===== config.mk =====
export PLATFORM = sky130hd
export DESIGN_NAME = ctlword_rx
export DESIGN_NICKNAME = d
export VERILOG_FILES = /design/src/rtl/ctlrx_pkg.sv /design/src/rtl/ctlrx_baud_sync.sv /design/src/rtl/ctlrx_slot_timer.sv /design/src/rtl/ctlrx_shifter.sv /design/src/rtl/ctlrx_decode.sv /design/src/rtl/ctlword_rx.sv
export SDC_FILE = /design/constraint.sdc
export NUM_CORES = 1
export LEC_CHECK = 0
export BUFFER_PORTS_ARGS = -buffer_cell sky130_fd_sc_hd__buf_2
export CAP_MARGIN = 20
export CORE_MARGIN = 4
export CORE_UTILIZATION = 47
export CTS_CLUSTER_SIZE = 28
export DETAILED_ROUTE_END_ITERATION = 6
export PLACE_DENSITY = 0.74
export REMOVE_ABC_BUFFERS = 1
export SKIP_CTS_REPAIR_TIMING = 1
export SYNTH_ARGS = -nofsm -noshare
export SYNTH_HDL_FRONTEND = slang
export SYNTH_SLANG_ARGS = --single-unit

===== constraint.sdc =====
create_clock -name clk -period 2.8 [get_ports clk]
set_clock_uncertainty 0.1 [all_clocks]
set_input_delay 0.14 -clock clk [delete_from_list [all_inputs] [get_ports clk]]
set_output_delay 0.14 -clock clk [all_outputs]
set_load 0.01 [all_outputs]

===== src/rtl/ctlrx_pkg.sv =====
package ctlrx_pkg;

  typedef logic signed [2:0] sym_t;

  localparam int CW_W       = 16;
  localparam int EN_POS     = 15;
  localparam int SYM_HI     = 14;
  localparam int SYM_LO     = 13;
  localparam int GAIN_HI    = 12;
  localparam int GAIN_LO    = 10;
  localparam int LOOP_POS   = 9;
  localparam int BOOST_POS  = 8;
  localparam int GAIN_MAXC  = 4;

  localparam sym_t LVL_NEG3 = 3'sb101;
  localparam sym_t LVL_NEG1 = 3'sb111;
  localparam sym_t LVL_ZERO = 3'sb000;
  localparam sym_t LVL_POS1 = 3'sb001;
  localparam sym_t LVL_POS3 = 3'sb011;

  // Gray-ordered level map with enable override
  function automatic sym_t map_level(input logic en, input logic [1:0] code);
    sym_t r;
    if (!en) r = LVL_ZERO;
    else begin
      unique case (code)
        2'b00:   r = LVL_NEG3;
        2'b01:   r = LVL_NEG1;
        2'b11:   r = LVL_POS1;
        default: r = LVL_POS3;
      endcase
    end
    return r;
  endfunction

endpackage


===== src/rtl/ctlrx_baud_sync.sv =====
module ctlrx_baud_sync #(
  parameter int STAGES = 2
) (
  input  logic clk,
  input  logic rst_n,
  input  logic baud_in,
  output logic baud_rise
);
  logic [STAGES-1:0] chain;
  logic              last_q;

  always_ff @(posedge clk) begin
    if (!rst_n) begin
      chain  <= '0;
      last_q <= 1'b0;
    end else begin
      chain  <= {chain[STAGES-2:0], baud_in};
      last_q <= chain[STAGES-1];
    end
  end

  assign baud_rise = chain[STAGES-1] & ~last_q;


  rise_single_chk: assert property (@(posedge clk) disable iff (!rst_n)
    baud_rise |=> !baud_rise);

endmodule


===== src/rtl/ctlrx_slot_timer.sv =====
module ctlrx_slot_timer #(
  parameter int SLOTS  = 48,
  parameter int WINDOW = 16,
  localparam int CNT_W = $clog2(SLOTS + 1)
) (
  input  logic             clk,
  input  logic             rst_n,
  input  logic             baud_rise,
  output logic [CNT_W-1:0] slot,
  output logic             take_bit,
  output logic             last_bit,
  output logic             frame_err
);
  localparam logic [CNT_W-1:0] FIRST = CNT_W'(1);
  localparam logic [CNT_W-1:0] LAST  = CNT_W'(SLOTS);
  localparam logic [CNT_W-1:0] WEND  = CNT_W'(WINDOW);

  logic running;
  assign running = (slot != '0) && (slot != LAST);

  always_ff @(posedge clk) begin
    if (!rst_n) begin
      slot      <= '0;
      frame_err <= 1'b0;
    end else if (baud_rise) begin
      if (running) frame_err <= 1'b1;
      slot <= FIRST;
    end else if (running) begin
      slot <= slot + FIRST;
    end
  end

  assign take_bit = !baud_rise && (slot >= FIRST) && (slot <= WEND);
  assign last_bit = !baud_rise && (slot == WEND);


  slot_restart_chk: assert property (@(posedge clk) disable iff (!rst_n)
    baud_rise |=> slot == FIRST);

  frame_err_sticky_chk: assert property (@(posedge clk) disable iff (!rst_n)
    frame_err |=> frame_err);

  slot_hold_chk: assert property (@(posedge clk) disable iff (!rst_n)
    (slot == LAST && !baud_rise) |=> slot == LAST);

  slot_range_chk: assert property (@(posedge clk) disable iff (!rst_n)
    slot <= LAST);

endmodule


===== src/rtl/ctlrx_shifter.sv =====
module ctlrx_shifter #(
  parameter int WIDTH = 16
) (
  input  logic             clk,
  input  logic             rst_n,
  input  logic             take_bit,
  input  logic             sdata,
  output logic [WIDTH-1:0] word_now
);
  logic [WIDTH-2:0] shreg;

  always_ff @(posedge clk) begin
    if (!rst_n)        shreg <= '0;
    else if (take_bit) shreg <= {shreg[WIDTH-3:0], sdata};
  end

  // word as it stands once the bit present now is shifted in
  assign word_now = {shreg, sdata};

endmodule


===== src/rtl/ctlrx_decode.sv =====
module ctlrx_decode
  import ctlrx_pkg::*;
(
  input  logic            clk,
  input  logic            rst_n,
  input  logic            load,
  input  logic [CW_W-1:0] word,
  output sym_t            sym_level,
  output logic            sym_valid,
  output logic [3:0]      gain_db,
  output logic            loopback,
  output logic            tx_boost,
  output logic            gain_code_err
);
  logic [2:0] gcode;
  logic       gcode_ok;
  assign gcode    = word[GAIN_HI:GAIN_LO];
  assign gcode_ok = (gcode <= 3'(GAIN_MAXC));

  always_ff @(posedge clk) begin
    if (!rst_n) begin
      sym_level     <= LVL_ZERO;
      sym_valid     <= 1'b0;
      gain_db       <= '0;
      loopback      <= 1'b0;
      tx_boost      <= 1'b0;
      gain_code_err <= 1'b0;
    end else begin
      sym_valid <= load;
      if (load) begin
        sym_level <= map_level(word[EN_POS], word[SYM_HI:SYM_LO]);
        loopback  <= word[LOOP_POS];
        tx_boost  <= word[BOOST_POS];
        if (gcode_ok) gain_db <= 4'(gcode) * 4'd3;
        else          gain_code_err <= 1'b1;
      end
    end
  end


  valid_pulse_chk: assert property (@(posedge clk) disable iff (!rst_n)
    sym_valid |=> !sym_valid);

  settings_hold_chk: assert property (@(posedge clk) disable iff (!rst_n)
    !load |=> ($stable(gain_db) && $stable(loopback) && $stable(tx_boost) && $stable(sym_level)));

  gain_err_sticky_chk: assert property (@(posedge clk) disable iff (!rst_n)
    gain_code_err |=> gain_code_err);

  gain_legal_chk: assert property (@(posedge clk) disable iff (!rst_n)
    (gain_db == 4'd0 || gain_db == 4'd3 || gain_db == 4'd6 || gain_db == 4'd9 || gain_db == 4'd12));

  gain_keep_chk: assert property (@(posedge clk) disable iff (!rst_n)
    (load && !gcode_ok) |=> $stable(gain_db));

endmodule


===== src/rtl/ctlword_rx.sv =====
module ctlword_rx
  import ctlrx_pkg::*;
#(
  parameter int SLOTS       = 48,
  parameter int SYNC_STAGES = 2
) (
  input  logic       clk,
  input  logic       rst_n,
  input  logic       baud_clk,
  input  logic       ser_data,
  output logic [2:0] sym_level,
  output logic       sym_valid,
  output logic [3:0] gain_db,
  output logic       loopback,
  output logic       tx_boost,
  output logic       gain_code_err,
  output logic       frame_err
);
  localparam int CNT_W = $clog2(SLOTS + 1);

  logic             baud_rise;
  logic [CNT_W-1:0] slot;
  logic             take_bit;
  logic             last_bit;
  logic [CW_W-1:0]  word_now;
  sym_t             lvl;

  ctlrx_baud_sync #(.STAGES(SYNC_STAGES)) u_sync (
    .clk(clk), .rst_n(rst_n), .baud_in(baud_clk), .baud_rise(baud_rise));

  ctlrx_slot_timer #(.SLOTS(SLOTS), .WINDOW(CW_W)) u_timer (
    .clk(clk), .rst_n(rst_n), .baud_rise(baud_rise), .slot(slot),
    .take_bit(take_bit), .last_bit(last_bit), .frame_err(frame_err));

  ctlrx_shifter #(.WIDTH(CW_W)) u_shift (
    .clk(clk), .rst_n(rst_n), .take_bit(take_bit), .sdata(ser_data),
    .word_now(word_now));

  ctlrx_decode u_dec (
    .clk(clk), .rst_n(rst_n), .load(last_bit), .word(word_now),
    .sym_level(lvl), .sym_valid(sym_valid), .gain_db(gain_db),
    .loopback(loopback), .tx_boost(tx_boost), .gain_code_err(gain_code_err));

  assign sym_level = lvl;


  reset_quiet_chk: assert property (@(posedge clk)
    !rst_n |=> (!sym_valid && !frame_err && !gain_code_err && gain_db == 4'd0));

  valid_at_window_end_chk: assert property (@(posedge clk) disable iff (!rst_n)
    $rose(sym_valid) |-> $past(slot) == CNT_W'(CW_W));

endmodule


==> flow_summary.ini, run 1 <==
[cells_and_area]
ff_latch_area_um2 = 721
drive_above_1_share_pct = 16.1
n_antenna_cell = 0
multi_input_comb_area_um2 = 937
final_core_util_pct = 56.9
final_area_mm2 = 0.00196
syn2layout_area_growth_pct = 13.6
final_net_count = 204
fillers = 319

[floorplanning]
rows = 21
dieHeight_um = 68.5
die_x_um = 68.5
ios = 16
start_util_pct = 50.1
dieArea_mm2 = 0.00470
core_mm2 = 0.00344

[sta]
timing.hold.ws_ps = 6.30
min_period_ps = 2440
worst_pin_slew_ps = 758
hold_viol_final = 0
finalCritPeriodShare_pct = 87.2
max_slew_margin_pct = 48.8
slew_violations = 0
max_freq_ghz = 0.410
rsz0062_at_grt = false
worst_slack_ps = 359
finalSetupViolCount = 0

[setup_path]
worstSetupPathType = flop to flop
path_buf_inv = 1
worst_ep_arrival_time_ps = 2560
slowest_delay_ps = 570
required_ps = 2920
r2r_cells = 6
start_kind = flop
worstReg2RegEnd = u_dec.sym_level[2]$_SDFFE_PN0P_
r2r_slack_ps = 360
cpLargestDelayFamily = simple AND/OR/NAND/NOR gates
slowest_stage = or4b_4
r2r-start = u_timer.slot[0]$_SDFFE_PN0P_
cp_cell_sequence = inv_1 -> ha_1 -> or3b_4 -> or4b_4 -> or4b_1 -> a21boi_1
path_max_fanout = 10
crit_path_end_kind = flop

[status]
outcome = complete, no violations

[yosys]
syn_area_mm2 = 0.00172
netlist_instances = 175
yosys_warnings = 0
synth.distinct_cells = 30
syn_area_per_cell_um2 = 9.85
ys_ff_latch = 36
ys_seq_area_share_pct = 41.8

[global_route]
met1_usage_pct = 17.6
grt_pass1_wl_um = 5240
track_usage_pct = 15.1
met2_usage_pct = 25.1
grt_max_degree = 26
top_usage_layer = met2
antenna_found_initial = 0
grt_pass1_vias = 1183
grtUsageMet3_pct = 5.35
overflow = 0

[hold_path]
hold_path.class = input pin to flop
hold_start = ser_data
hold_end = u_shift.shreg[0]$_SDFFE_PN0P_
whs_path_depth = 3

[routing]
vias = 1289
via_per_inst = 5.42
drt-wirelength-per-cell_um = 13.3
drt_iter0_markers = 52
ant_nets = 0
totalWireLength_um = 3170
drc = 0
firstDrtPassIters = 4

[clocking]
cts_tree = done
clock-root-buffer = clkbuf_8
clk_latency_ps = 290
clkSinkCount = 36
cts.clk_slew.worst_paths_ps = 70
ctsLongestPathBuffers = 2
cts_inserted_buffers = 5
cts_max_level = 2

[placement]
hpwlAfterDp_um = 2280
placed_area_mm2 = 0.00184
place_ws_ps = 381
gp_congestion = 0.734
place.port_buffers = 15

[power]
power_density_mw_per_mm2 = 719
p_leak_nw = 0.844
vdd_drop_max_mv = 0.396

[job]
maxCapViolations = 0
stage by stage:
step	setup TNS [ps]	cells	power [mW]
2_1_floorplan	-6740	165	0.888
3_3_place_gp	0	229	0.951
3_5_place_dp	0	229	0.975
4_1_cts	0	237	1.42
5_1_grt	0	238	1.47
6_report	0	238	1.41
cell usage after synthesis, drive strengths merged:
master	number	area, µm²
a21boi	6	45.1
and2	3	18.8
and2b	1	8.76
and3	2	13.8
buf	4	26.3
clkbuf	6	22.5
dfxtp	36	721
fa	1	20.0
ha	8	100
inv	7	26.3
mux2i	33	330
nand2	17	63.8
nand2b	4	25.0
nand3	6	30.0
nand4	1	6.26
nor2	8	30.0
nor3	5	25.0
nor4b	1	8.76
o21a	2	15.0
o22ai	13	81.3
o31a	1	8.76
o41ai	1	8.76
or3b	1	11.3
or4b	2	23.8
xnor2	3	26.3
xor2	3	26.3
cell type report:
cell class	instances	share of cell area (%)
clock buffer	6	3.71
clock inverter	2	1.79
multi-input combinational	122	47.9
sequential	36	36.8
tap	46	2.94
inverter	7	1.34
timing repair buffer	19	5.50
per-layer routing:
metal / wire [µm] / share of wire, %
met5: 0 / 0
met3: 137 / 4.3
met4: 50 / 1.6
met2: 1540 / 48
met1: 1440 / 46
logic make-up after synthesis:
family                   count (synthesis)  share of synthesized area, %
AO/OA/AOI/OAI                           23                          9.22
flip-flops                              36                          41.8
multiplexers                            33                          19.2
buffers and inverters                   17                          4.36
adder cells (fa/ha/maj)                  9                          6.97
AND/OR/NAND/NOR                         51                          15.4
XOR/XNOR                                 6                          3.05
worst reg2reg max path, delay by kind of cell, from the launching register on:
kind / cells / cell delay [ps]
and+or+nand+nor: 3 / 1500
adders and majority gates: 1 / 170
AOI/OAI and AO/OA: 1 / 140
DFF: 1 / 350
buffers and inverters: 1 / 110
how the worst max path moves through the flow:
stage	end	depth (start not counted)	from	slack [ps]
2_1_floorplan	u_dec.gain_db[0]$_SDFFE_PN0P_	6	u_timer.slot[0]$_SDFFE_PN0P_	-550
3_3_place_gp	u_dec.sym_level[2]$_SDFFE_PN0P_	6	u_timer.slot[0]$_SDFFE_PN0P_	490
3_5_place_dp	u_dec.sym_level[2]$_SDFFE_PN0P_	6	u_timer.slot[0]$_SDFFE_PN0P_	380
4_1_cts	u_dec.sym_level[2]$_SDFFE_PN0P_	6	u_timer.slot[0]$_SDFFE_PN0P_	360
5_1_grt	u_dec.sym_level[2]$_SDFFE_PN0P_	6	u_timer.slot[0]$_SDFFE_PN0P_	290
6_report	u_dec.sym_level[2]$_SDFFE_PN0P_	6	u_timer.slot[0]$_SDFFE_PN0P_	360
where the power goes:
part / total, mW / internal, mW / switching (mW) / leakage (nW)
combinational: 0.409 / 0.187 / 0.223 / 0.498
sequential: 0.553 / 0.534 / 0.0192 / 0.291
clock: 0.444 / 0.264 / 0.180 / 0.0552
sequential cells by signal, summed over array words and instances (netlist names):
| name | flops |
|---|---|
| u_dec.sym_valid | 1 |
| u_sync.chain | 2 |
| u_dec.loopback | 1 |
| u_timer.frame_err | 1 |
| u_sync.last_q | 1 |
| u_dec.sym_level | 3 |
| u_dec.tx_boost | 1 |
| u_timer.slot | 6 |
| u_shift.shreg | 15 |
| u_dec.gain_db | 4 |
| u_dec.gain_code_err | 1 |
layout by cell type (no fill, tap or decap):
cell type,count
mux2i_1,33
clkinv_2,1
or4b_1,1
and3_1,1
dfxtp_1,36
nor4b_1,1
o21a_1,2
inv_1,7
nand2b_1,4
buf_4,3
a21boi_1,1
nor3_2,2
o22ai_1,13
nand2_1,17
dlygate4sd3_1,1
and2b_2,1
ha_1,8
o31a_1,1
bufinv_16,1
and2_1,3
or3b_4,1
a21boi_0,5
nor3_1,3
o41ai_1,1
nand3_1,6
fa_1,1
or4b_4,1
nor2_1,8
xnor2_1,3
buf_2,15
nand4_1,1
xor2_1,3
and3_2,1
clkbuf_1,1
clkbuf_8,5
No activity file was read; power rests on OpenSTA's default activity.
==> run 2, diff against run 1 <==
- CORE_UTILIZATION: 47 -> 58
- PLACE_DENSITY: 0.74 -> 0.86
==> run 2 against run 1 <==
Compared with the run above:
- design area is 2.2% lower
- total power is 6.4% lower
- clock-buffer cell count is 1 lower
- die area is 17% lower
- first-iteration DRC count is 40% lower
- cell count is 6.3% lower
- clock power is 19% lower
- wire length is 1.4% lower
- setup slack worse by 25 ps
==> flow_summary.ini, run 2 (synthesis gave the netlist of run 1 again) <==
[status]
outcome = complete, no violations

[setup_path]
slowest_stage = or4b_4
worstSetupPathType = flop to flop
cp_cell_sequence = inv_1 -> ha_1 -> or3b_4 -> or4b_4 -> or4b_1 -> a21boi_1
path_max_fanout = 10
required_ps = 2970
start_kind = flop
crit_path_end_kind = flop
slowest_delay_ps = 570
worst_ep_arrival_time_ps = 2640
r2r_cells = 6

[clocking]
clkSinkCount = 36
ctsLongestPathBuffers = 2
cts_inserted_buffers = 5
cts_max_level = 2
clk_latency_ps = 330
clock-root-buffer = clkbuf_4
cts_tree = done
cts.clk_slew.worst_paths_ps = 110

[placement]
place.port_buffers = 15
hpwlAfterDp_um = 2170
placed_area_mm2 = 0.00181
gp_congestion = 0.791
place_ws_ps = 368

[global_route]
grt_max_degree = 26
grt_pass1_wl_um = 5490
grt_pass1_vias = 1316
overflow = 0
track_usage_pct = 17.1
antenna_found_initial = 0

[routing]
firstDrtPassIters = 4
totalWireLength_um = 3120
ant_nets = 0
drt-wirelength-per-cell_um = 14.0
drc = 0
via_per_inst = 5.67
vias = 1264
drt_iter0_markers = 31

[cells_and_area]
largest_reg_flops = 15
n_antenna_cell = 0
syn2layout_area_growth_pct = 11.0
final_net_count = 204
drive_above_1_share_pct = 16.1
final_cell_mix = dfxtp_1 (36), mux2i_1 (33), nand2_1 (17), buf_2 (15), o22ai_1 (13)
final_common_cell = dfxtp_1
top_regs = u_shift.shreg: 15 flops, u_timer.slot: 6 flops, u_dec.gain_db: 4 flops
largest_register = u_shift.shreg
final_area_mm2 = 0.00191

[floorplanning]
die_x_um = 62.5
core_mm2 = 0.00281
dieHeight_um = 62.5
start_util_pct = 61.4
rows = 19
ios = 16
dieArea_mm2 = 0.00391

[power]
power_frac_clock_pct = 27.3
power.switching_uw = 409
vdd_drop_max_mv = 0.454
power_frac_seq_pct = 42.1
p_leak_nw = 0.829
comb_power_share_pct = 30.6
p_int_uw = 908
power_density_mw_per_mm2 = 689
switching_share_pct = 31.1

[hold_path]
hold_path.class = input pin to flop
whs_path_depth = 2

[sta]
finalCritPeriodShare_pct = 88.1
slew_violations = 0
max_slew_margin_pct = 50.8
worst_pin_slew_ps = 728
worst_slack_ps = 334
min_period_ps = 2470
finalSetupViolCount = 0
hold_viol_final = 0
rsz0062_at_grt = false
max_freq_ghz = 0.406

[job]
maxCapViolations = 0
[run 2: area by class of cell]
class | count | area [µm²]
clock buffer | 5 | 37.5
inverter | 7 | 26.3
tap | 31 | 38.8
sequential | 36 | 721
multi-input combinational | 122 | 937
clock inverter | 3 | 42.5
timing repair buffer | 19 | 110
fill | 222 | 892
[run 2: final timing paths]
| path | start | to | slack [ps] |
|---|---|---|---|
| worst max-delay path | u_timer.slot[0]$_SDFFE_PN0P_ | u_dec.sym_level[2]$_SDFFE_PN0P_ | 330 |
| worst min-delay path | rst_n | u_timer.frame_err$_SDFFE_PN0P_ | 120 |
| worst max register to register | u_timer.slot[0]$_SDFFE_PN0P_ | u_dec.sym_level[2]$_SDFFE_PN0P_ | 330 |
| worst min register to register | u_dec.sym_level[2]$_SDFFE_PN0P_ | u_dec.sym_level[2]$_SDFFE_PN0P_ | 360 |
[run 2: power groups by stage]
stage / clock network (mW) / registers [mW] / logic, mW
6_report: 0.360 / 0.554 / 0.403
5_1_grt: 0.393 / 0.556 / 0.437
3_3_place_gp: 0 / 0.561 / 0.390
4_1_cts: 0.371 / 0.553 / 0.403
2_1_floorplan: 0 / 0.560 / 0.328
3_5_place_dp: 0 / 0.565 / 0.402
[run 2: stage by stage]
stage | setup TNS (ps) | total power [mW] | hold slack [ps] | std cells | util, %
detailed placement | 0 | 0.967 | 250 | 213 | 64.6
global route | 0 | 1.39 | 125 | 223 | 68.2
floorplan | -6740 | 0.888 | 158 | 165 | -
global placement | 0 | 0.951 | 249 | 213 | 64.6
CTS | 0 | 1.33 | -107 | 221 | 67.5
finish | 0 | 1.32 | 122 | 223 | 68.2
[run 2: metal layers]
layer | share of wire (%) | vias to the layer above | global-route usage (%)
li1 | - | 647 | -
met1 | 47 | 595 | 19.1
met2 | 49 | 17 | 29.0
met3 | 2.2 | 5 | 4.50
met4 | 1.5 | 0 | 10.2
met5 | 0 | - | 0
[run 2: critical path, delay by kind of cell, from the launching register on]
family | cells | cell delay [ps]
AND/OR/NAND/NOR | 3 | 1510
flip-flops | 1 | 360
adder cells (fa/ha/maj) | 1 | 180
AO/OA/AOI/OAI | 1 | 150
buffers and inverters | 1 | 100
==> run 3, diff against run 2 <==
- PLACE_DENSITY: 0.86 -> 0.78
==> run 3 against run 2 <==
Compared with the run above:
- worst hold slack lost 12 ps
- sequential cell count is the same
- non-clock buffer count is the same
- highest routed layer unchanged
- global-route usage grew 0.95 points
- combinational power grew 2%
- wire length grew 0.70%
- total power shrank 5.1%
- die area is the same
- maximum frequency grew 1.5%
==> flow_summary.ini, run 3 (synthesis gave the netlist of run 1 again) <==
[setup_path]
slowest_delay_ps = 580
worst_ep_arrival_time_ps = 2610
crit_end = u_dec.sym_level[2]$_SDFFE_PN0P_
critPathLaunch = u_timer.slot[0]$_SDFFE_PN0P_
start_kind = flop
cpLargestDelayFamily = simple AND/OR/NAND/NOR gates
path_max_fanout = 10
required_ps = 2980
r2r-start = u_timer.slot[0]$_SDFFE_PN0P_
worstSetupPathType = flop to flop
cp_cell_sequence = inv_1 -> ha_1 -> or3b_4 -> or4b_4 -> or4b_1 -> a21boi_1
cp.depth = 6
r2r_slack_ps = 370
r2r_cells = 6
slowest_stage = or4b_4
worstReg2RegEnd = u_dec.sym_level[2]$_SDFFE_PN0P_
crit_path_end_kind = flop
path_buf_inv = 1

[sta]
rsz0062_at_grt = false
max_slew_margin_pct = 50.9
finalCritPeriodShare_pct = 86.7
slew_violations = 0
min_period_ps = 2430
worst_pin_slew_ps = 727
hold_viol_final = 0
finalSetupViolCount = 0
max_freq_ghz = 0.412

[floorplanning]
ios = 16
core_mm2 = 0.00281
die_x_um = 62.5
start_util_pct = 61.4
dieArea_mm2 = 0.00391
dieHeight_um = 62.5
rows = 19

[power]
p_leak_nw = 0.826
vdd_drop_max_mv = 0.439
power_density_mw_per_mm2 = 660
p_total_mw = 1.25

[placement]
gp_congestion = 0.726
place.port_buffers = 15
post-place-cells = 213
hpwlAfterDp_um = 2160

[clocking]
ctsLongestPathBuffers = 2
clkSinkCount = 36
cts.clk_slew.worst_paths_ps = 110
cts_tree = done
clk_latency_ps = 340
clock-root-buffer = clkbuf_4
cts_inserted_buffers = 5
cts_max_level = 2

[hold_path]
hold_path.class = input pin to flop

[routing]
met1_length_um = 1400
firstDrtPassIters = 4
via_per_inst = 5.70
drt_iter0_markers = 29
ant_nets = 0
dr.max_layer_used = met4
vias = 1270
drt-wirelength-per-cell_um = 14.1
met3WireLength_um = 116
drc = 0
totalWireLength_um = 3150
wl_met2_um = 1580

[cells_and_area]
final_net_count = 204
n_antenna_cell = 0
drive_above_1_share_pct = 16.1
syn2layout_area_growth_pct = 9.95
largest_reg_flops = 15
final_cells = 223
final_cell_mix = dfxtp_1 (36), mux2i_1 (33), nand2_1 (17), buf_2 (15), o22ai_1 (13)
top_regs = u_shift.shreg: 15 flops, u_timer.slot: 6 flops, u_dec.gain_db: 4 flops
final_common_cell = dfxtp_1
largest_register = u_shift.shreg

[global_route]
grt_max_degree = 26
grt_pass1_vias = 1255
track_usage_pct = 18.0
antenna_found_initial = 0
grt_pass1_wl_um = 5710
overflow = 0

[status]
outcome = complete, no violations

[job]
maxCapViolations = 0
-- run 3: power breakdown --
part	internal, mW	switching (mW)	leakage (nW)	total, mW
clock network	0.119	0.169	0.0380	0.289
logic	0.188	0.222	0.497	0.410
registers	0.534	0.0175	0.291	0.551
-- run 3: cell type report --
class / instances / area, µm²
multi-input combinational: 122 / 937
fill: 215 / 911
sequential: 36 / 721
timing repair buffer: 19 / 110
clock buffer: 6 / 51.3
tap: 31 / 38.8
inverter: 7 / 26.3
clock inverter: 2 / 10.0
-- run 3: worst min path at each step --
stage,start,endpoint,slack [ps],depth (start not counted)
global placement,baud_clk,u_sync.chain[0]$_SDFF_PN0_,250,2
global route,rst_n,u_dec.gain_db[3]$_SDFFE_PN0P_,130,2
floorplan,rst_n,u_timer.frame_err$_SDFFE_PN0P_,160,1
CTS,baud_clk,u_sync.chain[0]$_SDFF_PN0_,-110,2
detailed placement,baud_clk,u_sync.chain[0]$_SDFF_PN0_,250,2
finish,rst_n,u_dec.gain_db[3]$_SDFFE_PN0P_,110,2
-- run 3: routing by layer --
metal	vias to the layer above	GRT usage, %
met2	19	31.2
met5	-	0
met3	7	4.50
met1	600	21.3
li1	644	-
met4	0	7.16
-- run 3: metrics by stage --
step / hold slack (ps) / setup TNS (ps) / worst slack, ps / utilization, % / area (µm²)
after global routing: 131 / 0 / 276 / 67.5 / 1890
after floorplan: 158 / -6740 / -552 / - / 1670
after detailed placement: 252 / 0 / 395 / 64.6 / 1810
final: 110 / 0 / 371 / 67.5 / 1890
after global placement: 248 / 0 / 495 / 64.6 / 1810
after CTS: -111 / 0 / 363 / 66.8 / 1870
-- run 3: worst register-to-register path, stage by stage, from the launching register on --
cell and delay (ps):
dfxtp_1 350, inv_1 100, ha_1 170, or3b_4 400, or4b_4 580, or4b_1 540
a21boi_1 140
